## src/rtl/exc_esc_pkg.sv

```systemverilog
package exc_esc_pkg;
    // Vector numbers the escalation rules decode
    parameter int unsigned VEC_DIVIDE = 0;
    parameter int unsigned VEC_DOUBLE = 8;
    parameter int unsigned CONTRIB_LO = 10;
    parameter int unsigned CONTRIB_HI = 13;
    parameter int unsigned VEC_PAGE   = 14;

    // Result classes of one exception
    typedef struct packed {
        logic contrib;
        logic page;
        logic dbl;
    } exc_class_t;
endpackage

```

## src/rtl/exc_class.sv

```systemverilog
module exc_class
    import exc_esc_pkg::*;
#(
    parameter int VEC_W = 8
) (
    input  logic [VEC_W-1:0] vec_i,
    output exc_class_t       cls_o
);
    localparam logic [VEC_W-1:0] V_DIV = VEC_W'(VEC_DIVIDE);
    localparam logic [VEC_W-1:0] V_LO  = VEC_W'(CONTRIB_LO);
    localparam logic [VEC_W-1:0] V_HI  = VEC_W'(CONTRIB_HI);
    localparam logic [VEC_W-1:0] V_PF  = VEC_W'(VEC_PAGE);
    localparam logic [VEC_W-1:0] V_DF  = VEC_W'(VEC_DOUBLE);

    always_comb begin
        cls_o.contrib = (vec_i == V_DIV) || ((vec_i >= V_LO) && (vec_i <= V_HI));
        cls_o.page    = (vec_i == V_PF);
        cls_o.dbl     = (vec_i == V_DF);
    end
endmodule

```

## src/rtl/exc_rule.sv

```systemverilog
module exc_rule
    import exc_esc_pkg::*;
#(
    parameter int VEC_W = 8,
    parameter int ERR_W = 32
) (
    input  logic             rec_vld_i,
    input  logic [VEC_W-1:0] rec_vec_i,
    input  logic [VEC_W-1:0] new_vec_i,
    input  logic [ERR_W-1:0] new_err_i,
    output logic [VEC_W-1:0] res_vec_o,
    output logic [ERR_W-1:0] res_err_o,
    output logic             res_track_o,
    output logic             res_shutdown_o
);
    localparam logic [VEC_W-1:0] V_DF = VEC_W'(VEC_DOUBLE);

    exc_class_t rec_cls;
    exc_class_t new_cls;
    exc_class_t res_cls;
    logic       escalate;

    exc_class #(.VEC_W(VEC_W)) u_rec_cls (.vec_i(rec_vec_i), .cls_o(rec_cls));
    exc_class #(.VEC_W(VEC_W)) u_new_cls (.vec_i(new_vec_i), .cls_o(new_cls));
    exc_class #(.VEC_W(VEC_W)) u_res_cls (.vec_i(res_vec_o), .cls_o(res_cls));

    always_comb begin
        res_shutdown_o = rec_vld_i && rec_cls.dbl;
        escalate = rec_vld_i &&
                   ((rec_cls.contrib && new_cls.contrib) ||
                    (rec_cls.page && (new_cls.contrib || new_cls.page)));
        if (escalate) begin
            res_vec_o = V_DF;
            res_err_o = '0;
        end else begin
            res_vec_o = new_vec_i;
            res_err_o = new_err_i;
        end
        res_track_o = res_cls.contrib || res_cls.page || res_cls.dbl;
    end
endmodule

```

## src/rtl/exc_escalator.sv

```systemverilog
module exc_escalator
    import exc_esc_pkg::*;
#(
    parameter int VEC_W = 8,
    parameter int ERR_W = 32
) (
    input  logic             clk,
    input  logic             rst_n,
    input  logic             raise_i,
    input  logic [VEC_W-1:0] vec_i,
    input  logic             swint_i,
    input  logic [ERR_W-1:0] err_i,
    input  logic             deliver_done_i,
    output logic             res_valid_o,
    output logic [VEC_W-1:0] res_vec_o,
    output logic [ERR_W-1:0] res_err_o,
    output logic             shutdown_o
);
    typedef struct packed {
        logic             rec_vld;
        logic [VEC_W-1:0] rec_vec;
        logic             out_vld;
        logic [VEC_W-1:0] out_vec;
        logic [ERR_W-1:0] out_err;
        logic             sd;
    } state_t;

    state_t           state_d;
    state_t           state_q;
    logic             eff_rec_vld;
    logic [VEC_W-1:0] rule_vec;
    logic [ERR_W-1:0] rule_err;
    logic             rule_track;
    logic             rule_sd;

    // A completion in the same cycle empties the record before judging
    assign eff_rec_vld = state_q.rec_vld && !deliver_done_i;

    exc_rule #(.VEC_W(VEC_W), .ERR_W(ERR_W)) u_rule (
        .rec_vld_i      (eff_rec_vld),
        .rec_vec_i      (state_q.rec_vec),
        .new_vec_i      (vec_i),
        .new_err_i      (err_i),
        .res_vec_o      (rule_vec),
        .res_err_o      (rule_err),
        .res_track_o    (rule_track),
        .res_shutdown_o (rule_sd)
    );

    always_comb begin
        state_d         = state_q;
        state_d.out_vld = 1'b0;
        if (deliver_done_i) begin
            state_d.rec_vld = 1'b0;
        end
        if (raise_i && !state_q.sd) begin
            if (swint_i) begin
                state_d.out_vld = 1'b1;
                state_d.out_vec = vec_i;
                state_d.out_err = err_i;
            end else if (rule_sd) begin
                state_d.sd = 1'b1;
            end else begin
                state_d.out_vld = 1'b1;
                state_d.out_vec = rule_vec;
                state_d.out_err = rule_err;
                if (rule_track) begin
                    state_d.rec_vld = 1'b1;
                    state_d.rec_vec = rule_vec;
                end
            end
        end
    end

    always_ff @(posedge clk or negedge rst_n) begin
        if (!rst_n) begin
            state_q <= '0;
        end else begin
            state_q <= state_d;
        end
    end

    assign res_valid_o = state_q.out_vld;
    assign res_vec_o   = state_q.out_vec;
    assign res_err_o   = state_q.out_err;
    assign shutdown_o  = state_q.sd;
endmodule

```

## config.mk

```make
export PLATFORM = sky130hd
export DESIGN_NAME = exc_escalator
export DESIGN_NICKNAME = d
export VERILOG_FILES = /design/src/rtl/exc_esc_pkg.sv /design/src/rtl/exc_class.sv /design/src/rtl/exc_rule.sv /design/src/rtl/exc_escalator.sv
export SDC_FILE = /design/constraint.sdc
export NUM_CORES = 1
export LEC_CHECK = 0
export BUFFER_PORTS_ARGS = -buffer_cell sky130_fd_sc_hd__buf_2
export CAP_MARGIN = 20
export CORE_ASPECT_RATIO = 0.8
export CORE_MARGIN = 2
export CORE_UTILIZATION = 50
export CTS_CLUSTER_DIAMETER = 200
export DETAILED_ROUTE_END_ITERATION = 8
export PLACE_DENSITY = 0.79
export SLEW_MARGIN = 5
export SYNTH_ARGS = -nofsm -noshare
export SYNTH_HDL_FRONTEND = slang
export SYNTH_SLANG_ARGS = --single-unit
```

## constraint.sdc

```tcl
create_clock -name clk -period 2.2 [get_ports clk]
set_clock_uncertainty 0.05 [all_clocks]
set_input_delay 0.33 -clock clk [delete_from_list [all_inputs] [get_ports clk]]
set_output_delay 0.33 -clock clk [all_outputs]
set_load 0.02 [all_outputs]
```

# Word-level counts from Yosys, hierarchy flattened
# Cells that the tools add are included.
# op_classes
n_reduce_logical,24
n_eq_ne,6
mux,10
n_lt_le_gt_ge,6
bitwise,2
# op_table
operator,n
2-to-1 mux 51 bit,1
2-to-1 mux 50 bit,1
2-to-1 mux 41 bit,1
== test 8 x 4 -> 1 bit (second input constant),5
2-to-1 mux 32 bit,1
greater-or-equal comparator 8 x 4 -> 1 bit (second input constant),3
less-or-equal comparator 8 x 4 -> 1 bit (second input constant),3
logical NOT 8 bit,3
2-to-1 mux 9 bit,2
logical AND 1 bit,9
2-to-1 mux 8 bit,1
logical OR 1 bit,7
AND reduction 4 bit,1
2-to-1 mux 1 bit,3
AND reduction 3 bit,1
logical NOT 1 bit,2
!= test 2 bit (second input constant),1
NOT 1 bit,2
AND reduction 2 bit,1
# totals
output_inout_bits,42
regBits,51
in_bits,45
elab_cells,54

# Logic depth before layout (Yosys ltp)
# Gate-level depths: netlist of run 1.
# logic_depth
ltp_word,17
depth_mapped,8
depth_no_buf,6

# Modules after synthesis
# Synthesis of run 1 repeated with hierarchy kept, for this count alone.
# unflattened
hier_cells,283
hier_area_um2,3236.9
# by_module_without_submodules
mod,area_each_um2,cells_each,instances
exc_escalator,2645.0,203,1
exc_rule,377.9,53,1
exc_class,71.3,9,3

# Worst setup path before layout of run 1
# No wires, ideal clock.
# synth_path
kind,reg-to-reg
from,register state_q[47] (netlist bit)
to,register state_q (netlist bit res_err_o[1])
path_stages_with_launch,8
arrival_ps,1756
path_buffers,2
required_time_ps,2033
period_less_slack_ps,1923
path_slack_ps,277
cell_sequence,dfrtp_1 -> or4_4 -> a211oi_2 -> and2_1 -> and3_1 -> buf_6 -> buf_12 -> o21ai_2
# synth_between
elab_chain_cells,9
elab_cells_between_ends,17
cone_classes,order compare (2); eq/ne (3); mux (3); reduce/logical (9)
# synth_rtl
element,line,rtl
start: declaration,exc_escalator.sv:29,state_t state_q;
start signal: assignment,exc_escalator.sv:79,state_q <= state_d;
greater-or-equal comparator 8 x 4 -> 1 bit / less-or-equal comparator 8 x 4 -> 1 bit (equally long branches),exc_class.sv:16,cls_o.contrib = (vec_i == V_DIV) || ((vec_i >= V_LO) && (vec_i <= V_HI));
logical AND 1 bit,exc_class.sv:16,
logical OR 1 bit,exc_class.sv:16,
logical AND 1 bit,exc_rule.sv:30,((rec_cls.contrib && new_cls.contrib) ||
logical OR 1 bit,exc_rule.sv:30,
logical AND 1 bit,exc_rule.sv:29,escalate = rec_vld_i &&
2-to-1 mux 32 bit,exc_rule.sv:32,if (escalate) begin
2-to-1 mux 50 bit,exc_escalator.sv:61,end else if (rule_sd) begin
2-to-1 mux 41 bit,exc_escalator.sv:57,if (swint_i) begin
# Several ways; a longest one is shown, not always the timed one. The select of a mux whose other input is x is not followed.
# A chain may end at the register's enable or synchronous reset.

# Worst setup path in the final report of run 1
# layout_path
from,register state_q[47] (netlist bit)
to,register state_q (netlist bit res_err_o[30])
# Same word-level chain as after synthesis.

==> metrics.md, run 1 <==
| Metric | Value |
|---|---|
| Status | `completed` |
| TNS Setup | `0 ns` |
| Seq cells post-synth | `51` |
| Area Overhead vs Synth | `10.6%` |
| TritonCTS Sinks | `51` |
| Multi-input logic area | `921 µm²` |
| RSZ-0062 raised after global routing | `no` |
| Crit-path cells | `or4_4 -> a211oi_2 -> and2_1 -> and3_2 -> buf_12 -> o21ai_0` |
| Critical path buffer and inverter count | `1` |
| Clk slew on worst S/H paths | `0.09 ns` |
| Residual DRC | `0` |
| Share of power burned in registers | `54.2%` |
| GPL Wtd Cong | `0.791` |
| DRT Pass-1 Iters | `4` |
| Htree depth | `2` |
| Max-Cap Viols | `0` |
| WP depth | `6` |
| Largest net degree at the start of global routing | `45` |
| Via count | `1873` |
| Vias per cell | `4.88` |
| Net count, final | `366` |
| Top cell type by total area after synthesis | `dfrtp_1` |
| Crit path launch type | `flip-flop` |
| GRT Residual Overflow | `0` |
| CP endpoint kind | `flip-flop` |
| P_int | `1.39 mW` |
| Antenna cell count | `0` |
| DRT iter0 DRCs | `82` |
| Crit-path max cell delay | `0.55 ns` |
| Comb pwr share | `19.9%` |
| Setup violations, final | `0` |
| Worst Setup SP | `state_q[47]` |
| Maximum VDD drop | `0.355 mV` |
| R2r endpoint | `res_err_o[30]` |
| Final hold violation count | `0` |
| Synth top area share | `48.5%` |
| First-pass GRT wire length | `8.16 mm` |
| Worst-Margin Slew | `0.558 ns` |
| Slowest cell on crit path | `or4_4` |
| Fin crit share | `94.8%` |
| R2r startpoint | `state_q[47]` |
| Ys async rst share | `100%` |
| Crit path required time | `2.32 ns` |
| Post-DP HPWL | `3.68 mm` |
| Top cells by area, synth | `dfrtp_1 (48%), nand2_1 (12%), buf_4 (12%)` |
| Minimum hold slack | `0.194 ns` |
| Sequential cell area fraction in the yosys report | `48.5%` |
| Crit Path Max Fanout | `26` |
| Worst slew margin | `62.8%` |
| Final Slew Violations | `0` |
| Hold WC Path Type | `input port to flip-flop` |
| Initial antenna violation count | `0` |
| Post-CTS Setup Inserts | `0` |
| Starting density of the core | `52.3%` |
| Max frequency | `480 MHz` |
| Gr usage total | `17.9%` |
| Critical Path Sink | `res_err_o[30]` |
| Register Area | `1280 µm²` |
| NetSw | `0.567 mW` |
| Fillers | `448` |
| CP top delay family | `simple AND/OR/NAND/NOR gates` |
| Die ar. | `5870 µm²` |
| Reg2reg setup slack | `0.12 ns` |
| Average size of a mapped cell | `9.79 µm²` |
| Final ANT Viol Nets | `0` |
| Share of cells above drive strength 1 | `43.8%` |
| Vias in the first global route | `1761` |
| Post-synth EDFFs | `0` |
| Crit path DAT | `2.20 ns` |
| Synthesized net count | `314` |
| Core area | `5040 µm²` |
| Pleak | `1.50 nW` |
| Sw Ratio | `29.0%` |
| Final min period | `2.08 ns` |
| I/O Buffers | `86` |
| Die height | `68.9 µm` |
| Wire per inst | `13.3 µm` |
| Clock network fraction of design power | `25.8%` |
| Post-synth top flop | `dfrtp_1` |
| PwrDens | `672 nW/µm²` |
| TritonCTS clock tree | `yes` |
| Reg2Reg Depth | `6` |
| # IOs | `87` |
| Die Width | `85.1 µm` |
| Syn. warnings | `0` |
| Post-Syn Area | `2630 µm²` |
| CP Class | `flip-flop to flip-flop` |
| Insertion delay to the later sink of the worst-skew pair | `0.29 ns` |
| Post-synth cell types | `38` |
| Rows | `23` |
| Longest Clk Path Bufs | `2` |
| Post-Syn Instances | `269` |
| Total CTS buffers | `5` |
| DRT Wirelength | `5.10 mm` |
| Clk root buf | `clkbuf_8` |
-- worst reg2reg max path, cell delays in order, from the launching register on --
cell and delay [ns]:
dfrtp_1 0.38, or4_4 0.55, a211oi_2 0.23, and2_1 0.18
and3_2 0.23, buf_12 0.21, o21ai_0 0.14
-- per-stage QoR --
step                cell area, µm²  utilization (%)  total power, mW  worst slack (ns)  cells
CTS                           2910             57.8             1.99            0.0555    384
floorplan                     2630                -             1.39             0.277    269
global placement              2820             56.0             1.46            0.0935    375
finish                        2910             57.8             1.96             0.115    384
global route                  2910             57.8             2.07            0.0108    384
detailed placement            2820             56.0             1.47            0.0727    375
-- layer usage --
layer	up-vias	global-route usage, %	wire, µm
met3	2	4.76	342
met1	864	23.9	2410
met4	0	6.15	34
met5	-	0	0
li1	950	-	-
met2	57	28.7	2310
-- cells by family (layout without fill, tap and decap cells) --
group / Yosys count / count (layout) / share of synthesized area [%]
compound gates: 48 / 48 / 15.0
flops: 51 / 51 / 48.5
xor+xnor: 1 / 1 / 0.333
simple gates: 112 / 112 / 19.6
buf+inv: 57 / 110 / 16.6
-- worst min-delay path by stage --
stage / slack (ns) / cells after the start / startpoint / endpoint
2_1_floorplan: -0.02 / 0 / rst_n / res_err_o[0]
3_3_place_gp: 0.13 / 1 / rst_n / state_q[48]
3_5_place_dp: 0.13 / 1 / rst_n / state_q[50]
4_1_cts: 0.19 / 3 / vec_i[6] / res_vec_o[6]
5_1_grt: 0.20 / 3 / vec_i[7] / res_vec_o[7]
6_report: 0.19 / 3 / vec_i[6] / res_vec_o[6]
-- power by group through the flow --
stage / logic (mW) / clock network [mW] / registers (mW)
3_5_place_dp: 0.393 / 0 / 1.08
6_report: 0.390 / 0.506 / 1.06
5_1_grt: 0.433 / 0.565 / 1.07
4_1_cts: 0.396 / 0.531 / 1.06
2_1_floorplan: 0.324 / 0 / 1.07
3_3_place_gp: 0.384 / 0 / 1.08
-- placed cells by master, fill, tap and decap left out, types with 2 or more instances in the layout --
cell type / count
nand3b_1: 2
or4_1: 2
nand2b_1: 2
and2_1: 2
o21ai_2: 30
or4_4: 2
nand2_1: 86
a21o_1: 2
buf_2: 86
dfrtp_1: 51
a32o_1: 2
clkbuf_8: 5
o21ai_0: 7
inv_1: 2
clkbuf_1: 2
nor2b_1: 4
buf_4: 11
-- sequential cells by signal, summed over array words and instances (netlist names) --
name,flops
res_vec_o,8
res_err_o,32
shutdown_o,1
res_valid_o,1
state_q,9
-- cell usage after synthesis, types with 2 or more instances --
cell / instances
nand2_1: 86
dfrtp_1: 51
buf_4: 41
o21ai_2: 30
o21ai_0: 7
buf_2: 5
nor2b_1: 4
buf_12: 3
clkbuf_1: 3
a21o_1: 2
a32o_1: 2
and2_1: 2
and3_1: 2
buf_6: 2
inv_1: 2
nand2b_1: 2
nand3b_1: 2
or4_1: 2
or4_4: 2
-- timing repair --
item | CTS | global route
endpoints found under the setup margin | 0 | 13
hold endpoints to repair | 7 | 0
hold buffers | 1 | 0
resized for setup | 0 | 2
-- final cells by class --
type	count	share of cell area, %
multi-input cells	161	31.6
clock inverters	1	0.172
clock buffers	7	2.62
inverters	3	0.473
well taps	62	2.66
repair buffers	99	18.6
flip-flops and latches	51	43.8
(Power assumes the default switching activity.)
==> inputs of run 2 (changes only) <==
Settings changed: CORE_UTILIZATION 50 to 53, GPL_TIMING_DRIVEN set to 0, PLACE_DENSITY 0.79 to 0.8, SYNTH_HIERARCHICAL set to 1.
==> run 2 against run 1 <==
The flow now finishes with violations (setup timing). Hold slack improved by 0.089 ns. Total power is 29% higher. Sequential power is 8% higher. Utilization rose by 17 points. Non-clock buffer count grew 74. Final cell count grew 26%. Highest routed layer unchanged. Flip-flop and latch count stayed put. Clock power rose by 7.5%. Critical endpoint is now state_q[47].
==> metrics.md, run 2 <==
| Metric | Value |
|---|---|
| Max reg flops | `32` |
| Final WS setup | `-1.09 ns` |
| GPL Wtd Cong | `0.794` |
| GRT Residual Overflow | `0` |
| Final min period | `3.29 ns` |
| Share of cells above drive strength 1 | `64.7%` |
| Worst-Margin Slew | `0.619 ns` |
| Final non-filler cell total | `483` |
| Area Overhead vs Synth | `35.9%` |
| Insertion delay to the later sink of the worst-skew pair | `0.31 ns` |
| Synthesized net count | `327` |
| TritonCTS Sinks | `51` |
| Average size of a mapped cell | `11.4 µm²` |
| Pleak | `2.22 nW` |
| Antenna cell count | `0` |
| RSZ-0062 raised after global routing | `yes` |
| PwrDens | `575 nW/µm²` |
| Htree depth | `2` |
| Die Width | `91.2 µm` |
| Initial antenna violation count | `0` |
| CP Class | `flip-flop to flip-flop` |
| Slowest cell on crit path | `or4_4` |
| Net count, final | `446` |
| Total CTS buffers | `5` |
| Die ar. | `6730 µm²` |
| Commonest non-fill, non-tap cell in the layout | `buf_2` |
| Critical path buffer and inverter count | `1` |
| Final ANT Viol Nets | `0` |
| Post-DP HPWL | `5.37 mm` |
| DRT Wirelength | `8.31 mm` |
| Max frequency | `304 MHz` |
| Core area | `5880 µm²` |
| Setup violations, final | `50` |
| CP endpoint kind | `flip-flop` |
| Largest net degree at the start of global routing | `29` |
| Syn. warnings | `6` |
| Crit-path cells | `or4_4 -> a221oi_2 -> o211a_1 -> buf_8 -> nor3b_4 -> or4_4 -> a221oi_2 -> or3_4 -> nand4b_4 -> mux2_4` |
| Vias per cell | `5.47` |
| Worst slew margin | `58.7%` |
| Wire per inst | `17.2 µm` |
| Crit path launch type | `flip-flop` |
| Hold WC Path Type | `input port to flip-flop` |
| DP Area | `3830 µm²` |
| CP top delay family | `simple AND/OR/NAND/NOR gates` |
| Residual DRC | `0` |
| Vias in the first global route | `2572` |
| Post-Syn Instances | `282` |
| Placed Instances | `449` |
| Status | `finished with violations` |
| Final Slew Violations | `0` |
| Clk slew on worst S/H paths | `0.09 ns` |
| DRT Pass-1 Iters | `4` |
| TritonCTS clock tree | `yes` |
| Maximum VDD drop | `0.399 mV` |
| I/O Buffers | `85` |
| Clk root buf | `clkbuf_8` |
| Die height | `73.8 µm` |
| Fillers | `420` |
| Via count | `2640` |
| Crit path DAT | `3.44 ns` |
| Fin crit share | `150%` |
| Failing checks | `setup timing` |
| Final hold violation count | `0` |
| # IOs | `87` |
| Crit-path max cell delay | `0.59 ns` |
| Longest Clk Path Bufs | `2` |
| First-pass GRT wire length | `12.9 mm` |
| Post-Syn Area | `3220 µm²` |
| Max-Cap Viols | `0` |
| Crit path required time | `2.35 ns` |
| Starting density of the core | `54.8%` |
| Minimum hold slack | `0.283 ns` |
| Cell area after layout | `4380 µm²` |
| Most frequent cells in the layout | `buf_2 (87), buf_4 (57), dfrtp_1 (48)` |
| Crit Path Max Fanout | `6` |
| DRT iter0 DRCs | `127` |
| Rows | `25` |
| Gr usage total | `24.8%` |
==> run 2: final timing paths <==
kind	from	endpoint	slack, ns	depth (start not counted)
setup / recovery	state_q[48]	state_q[47]	-1.09	10
hold / removal	err_i[25]	res_err_o[25]	0.28	3
setup reg to reg	state_q[48]	state_q[47]	-1.09	10
hold reg to reg	res_err_o[14]	res_err_o[14]	0.46	1
max in group asynchronous	rst_n	state_q[43]	1.04	3
min in group asynchronous	rst_n	res_vec_o[0]	0.49	2
==> run 2: through the flow <==
step	utilization, %	total power [mW]	TNS [ns]	worst slack (ns)
detailed placement	65.1	1.90	-24.11	-1.27
global route	74.5	2.64	-23.77	-1.17
CTS	72.4	2.48	-24.43	-1.09
floorplan	-	1.67	-8.44	-0.842
global placement	64.7	1.87	-23.03	-1.20
finish	74.5	2.52	-20.75	-1.09
==> run 2: area by class of cell <==
type	instances	area [µm²]	share of cell area, %
Buffer	60	478	10.9
Clock buffer	6	72.6	1.66
Clock inverter	2	12.5	0.286
Inverter	2	7.51	0.171
Multi-Input combinational cell	168	1730	39.4
Sequential cell	51	1280	29.2
Tap cell	81	101	2.31
Timing Repair Buffer	113	703	16.0
==> run 2: report_power, final <==
part           switching [mW]  total [mW]  internal (mW)
combinational           0.384       0.841          0.457
sequential             0.0806        1.14           1.06
clock                   0.320       0.544          0.223
total                   0.785        2.52           1.74
==> run 2: tightest hold or removal path: stages <==
cell and delay [ns]:
buf_2 0.10, a21oi_2 0.05, mux2i_1 0.12
==> run 2: repair_timing <==
| item | 4_1_cts | 5_1_grt |
|---|---|---|
| gates cloned | 3 | 2 |
| hold buffers | 1 | 0 |
| endpoints found under the hold margin | 23 | 0 |
| pin swaps | 10 | 18 |
| gates resized for setup | 35 | 39 |
| setup endpoints to repair | 49 | 49 |
| buffers inserted | 24 | 10 |
==> run 2: per-layer routing <==
metal | share of wire, % | GRT usage, % | vias to the layer above
met5 | 0 | 0 | -
met4 | 0.82 | 8.08 | 0
met3 | 7.0 | 5.03 | 6
met2 | 46 | 38.4 | 94
met1 | 46 | 35.4 | 1305
li1 | - | - | 1235
==> inputs of run 3 (changes only) <==
Settings changed: RECOVER_POWER set to 25, TNS_END_PERCENT set to 10.
==> run 3 against run 2 <==
The run still ends with setup timing left. Critical path depth did not move. Die area did not move. Total power fell by 2.5%. Routed wire length fell by 8.3%. Sequential power barely moved. Maximum frequency rose by 0.49%. Utilization fell by 4.9 points. Flip-flop and latch count did not move. Worst setup slack improved by 0.016 ns. Critical path type unchanged.
==> metrics.md, run 3 (same netlist as run 2, synthesis figures left out) <==
| Metric | Value |
|---|---|
| CP endpoint kind | `flip-flop` |
| Area Overhead vs Synth | `26.9%` |
| Die height | `73.8 µm` |
| Clk slew on worst S/H paths | `0.10 ns` |
| GRT Residual Overflow | `0` |
| PwrDens | `601 nW/µm²` |
| Post-DP HPWL | `5.18 mm` |
| RSZ-0062 raised after global routing | `yes` |
| Die Width | `91.2 µm` |
| Fin crit share | `149%` |
| Residual DRC | `0` |
| Initial antenna violation count | `0` |
| CP Class | `flip-flop to flip-flop` |
| Core area | `5880 µm²` |
| Wire per inst | `16.3 µm` |
| Hold WC Path Type | `input port to flip-flop` |
| Vias in the first global route | `2447` |
| Final WS setup | `-1.07 ns` |
| Share of cells above drive strength 1 | `59.0%` |
| Crit path DAT | `3.42 ns` |
| Vias per cell | `5.43` |
| Max frequency | `305 MHz` |
| # IOs | `87` |
| Final Slew Violations | `0` |
| Net count, final | `429` |
| Via count | `2531` |
| Crit path launch type | `flip-flop` |
| Final hold violation count | `0` |
| Crit Path Max Fanout | `5` |
| Setup violations, final | `49` |
| TNS Setup | `-18.38 ns` |
| Worst-Margin Slew | `1.05 ns` |
| Final core utilization | `69.6%` |
| DRT Wirelength | `7.62 mm` |
| Cell area after layout | `4090 µm²` |
| Status | `finished with violations` |
| Antenna cell count | `0` |
| Rows | `25` |
| Final min period | `3.27 ns` |
| Largest net degree at the start of global routing | `34` |
| GPL Wtd Cong | `0.740` |
| Clk root buf | `clkbuf_8` |
| Die ar. | `6730 µm²` |
| Max reg flops | `32` |
| Final ANT Viol Nets | `0` |
| Total CTS buffers | `5` |
| Design Power | `2.46 mW` |
| DRT iter0 DRCs | `144` |
| Insertion delay to the later sink of the worst-skew pair | `0.30 ns` |
| Pleak | `2.04 nW` |
| TritonCTS clock tree | `yes` |
| Max-Cap Viols | `0` |
| Commonest non-fill, non-tap cell in the layout | `buf_2` |
| Failing checks | `setup timing` |
| Starting density of the core | `54.8%` |
| DP Area | `3830 µm²` |
| Most frequent cells in the layout | `buf_2 (86), dfrtp_1 (51), buf_4 (45), mux2_2 (45), a22o_1 (38)` |
| Fillers | `488` |
| Htree depth | `2` |
| Longest Clk Path Bufs | `2` |
| Maximum VDD drop | `0.409 mV` |
| First-pass GRT wire length | `12.1 mm` |
| TritonCTS Sinks | `51` |
| DRT Pass-1 Iters | `4` |
| I/O Buffers | `85` |
| Crit path required time | `2.35 ns` |
| Worst slew margin | `29.9%` |
| Gr usage total | `22.8%` |
-- run 3: area by class of cell --
class | count | area, µm² | share of cell area [%]
buffer | 62 | 494 | 12.1
clock buffer | 5 | 68.8 | 1.68
clock inverter | 3 | 15.0 | 0.367
inverter | 2 | 7.51 | 0.183
multi-input combinational | 168 | 1610 | 39.4
sequential | 51 | 1280 | 31.2
tap | 81 | 101 | 2.48
timing repair buffer | 94 | 518 | 12.7
-- run 3: timing repair --
action	in CTS	in global routing
cloned	1	0
pin swaps	6	2
hold endpoints to repair	18	0
hold buffers	1	0
endpoints found under the setup margin	49	49
setup buffers	7	0
gates resized for setup	18	10
-- run 3: where the power goes --
group          internal [mW]  total (mW)  switching (mW)  leakage (nW)
Clock                  0.219       0.551           0.332        0.0477
Combinational          0.411       0.781           0.370          1.37
Sequential              1.05        1.13          0.0739         0.626
Total                   1.68        2.46           0.775          2.04
-- run 3: per-layer routing --
metal	GRT usage, %	wire length, µm	vias up
li1	-	-	1206
met5	0	0	-
met2	37.5	3520	85
met1	31.5	3500	1231
met3	5.54	519	9
met4	4.04	76	0
-- run 3: path summary, 6_finish.rpt --
| path | start | endpoint | cells after the start | slack [ns] |
|---|---|---|---|---|
| worst min register to register | res_err_o[22] | res_err_o[22] | 1 | 0.46 |
| worst max register to register | state_q[47] | state_q[42] | 10 | -1.07 |
| min in group asynchronous | rst_n | res_vec_o[3] | 2 | 0.68 |
| worst max-delay path | state_q[47] | state_q[42] | 10 | -1.07 |
| worst min-delay path | err_i[26] | res_err_o[26] | 3 | 0.29 |
| max in group asynchronous | rst_n | res_err_o[17] | 3 | 0.28 |
-- run 3: worst max-delay path, cell delays in order (launching register included) --
cell and delay [ns]:
dfrtp_1 0.39, or4_4 0.60, a221oi_4 0.21, o211a_1 0.26, buf_6 0.15, nor3b_4 0.05
or4_4 0.57, a221oi_2 0.19, or3_4 0.20, nand4b_4 0.17, mux2_4 0.33
-- run 3: metrics by stage --
stage / hold slack (ns) / instances / setup WS (ns)
final: 0.287 / 466 / -1.07
after global routing: 0.309 / 466 / -1.16
after CTS: 0.281 / 466 / -1.02
after detailed placement: 0.267 / 449 / -1.23
after global placement: 0.441 / 448 / -1.18
after floorplan: -0.0156 / 282 / -0.842
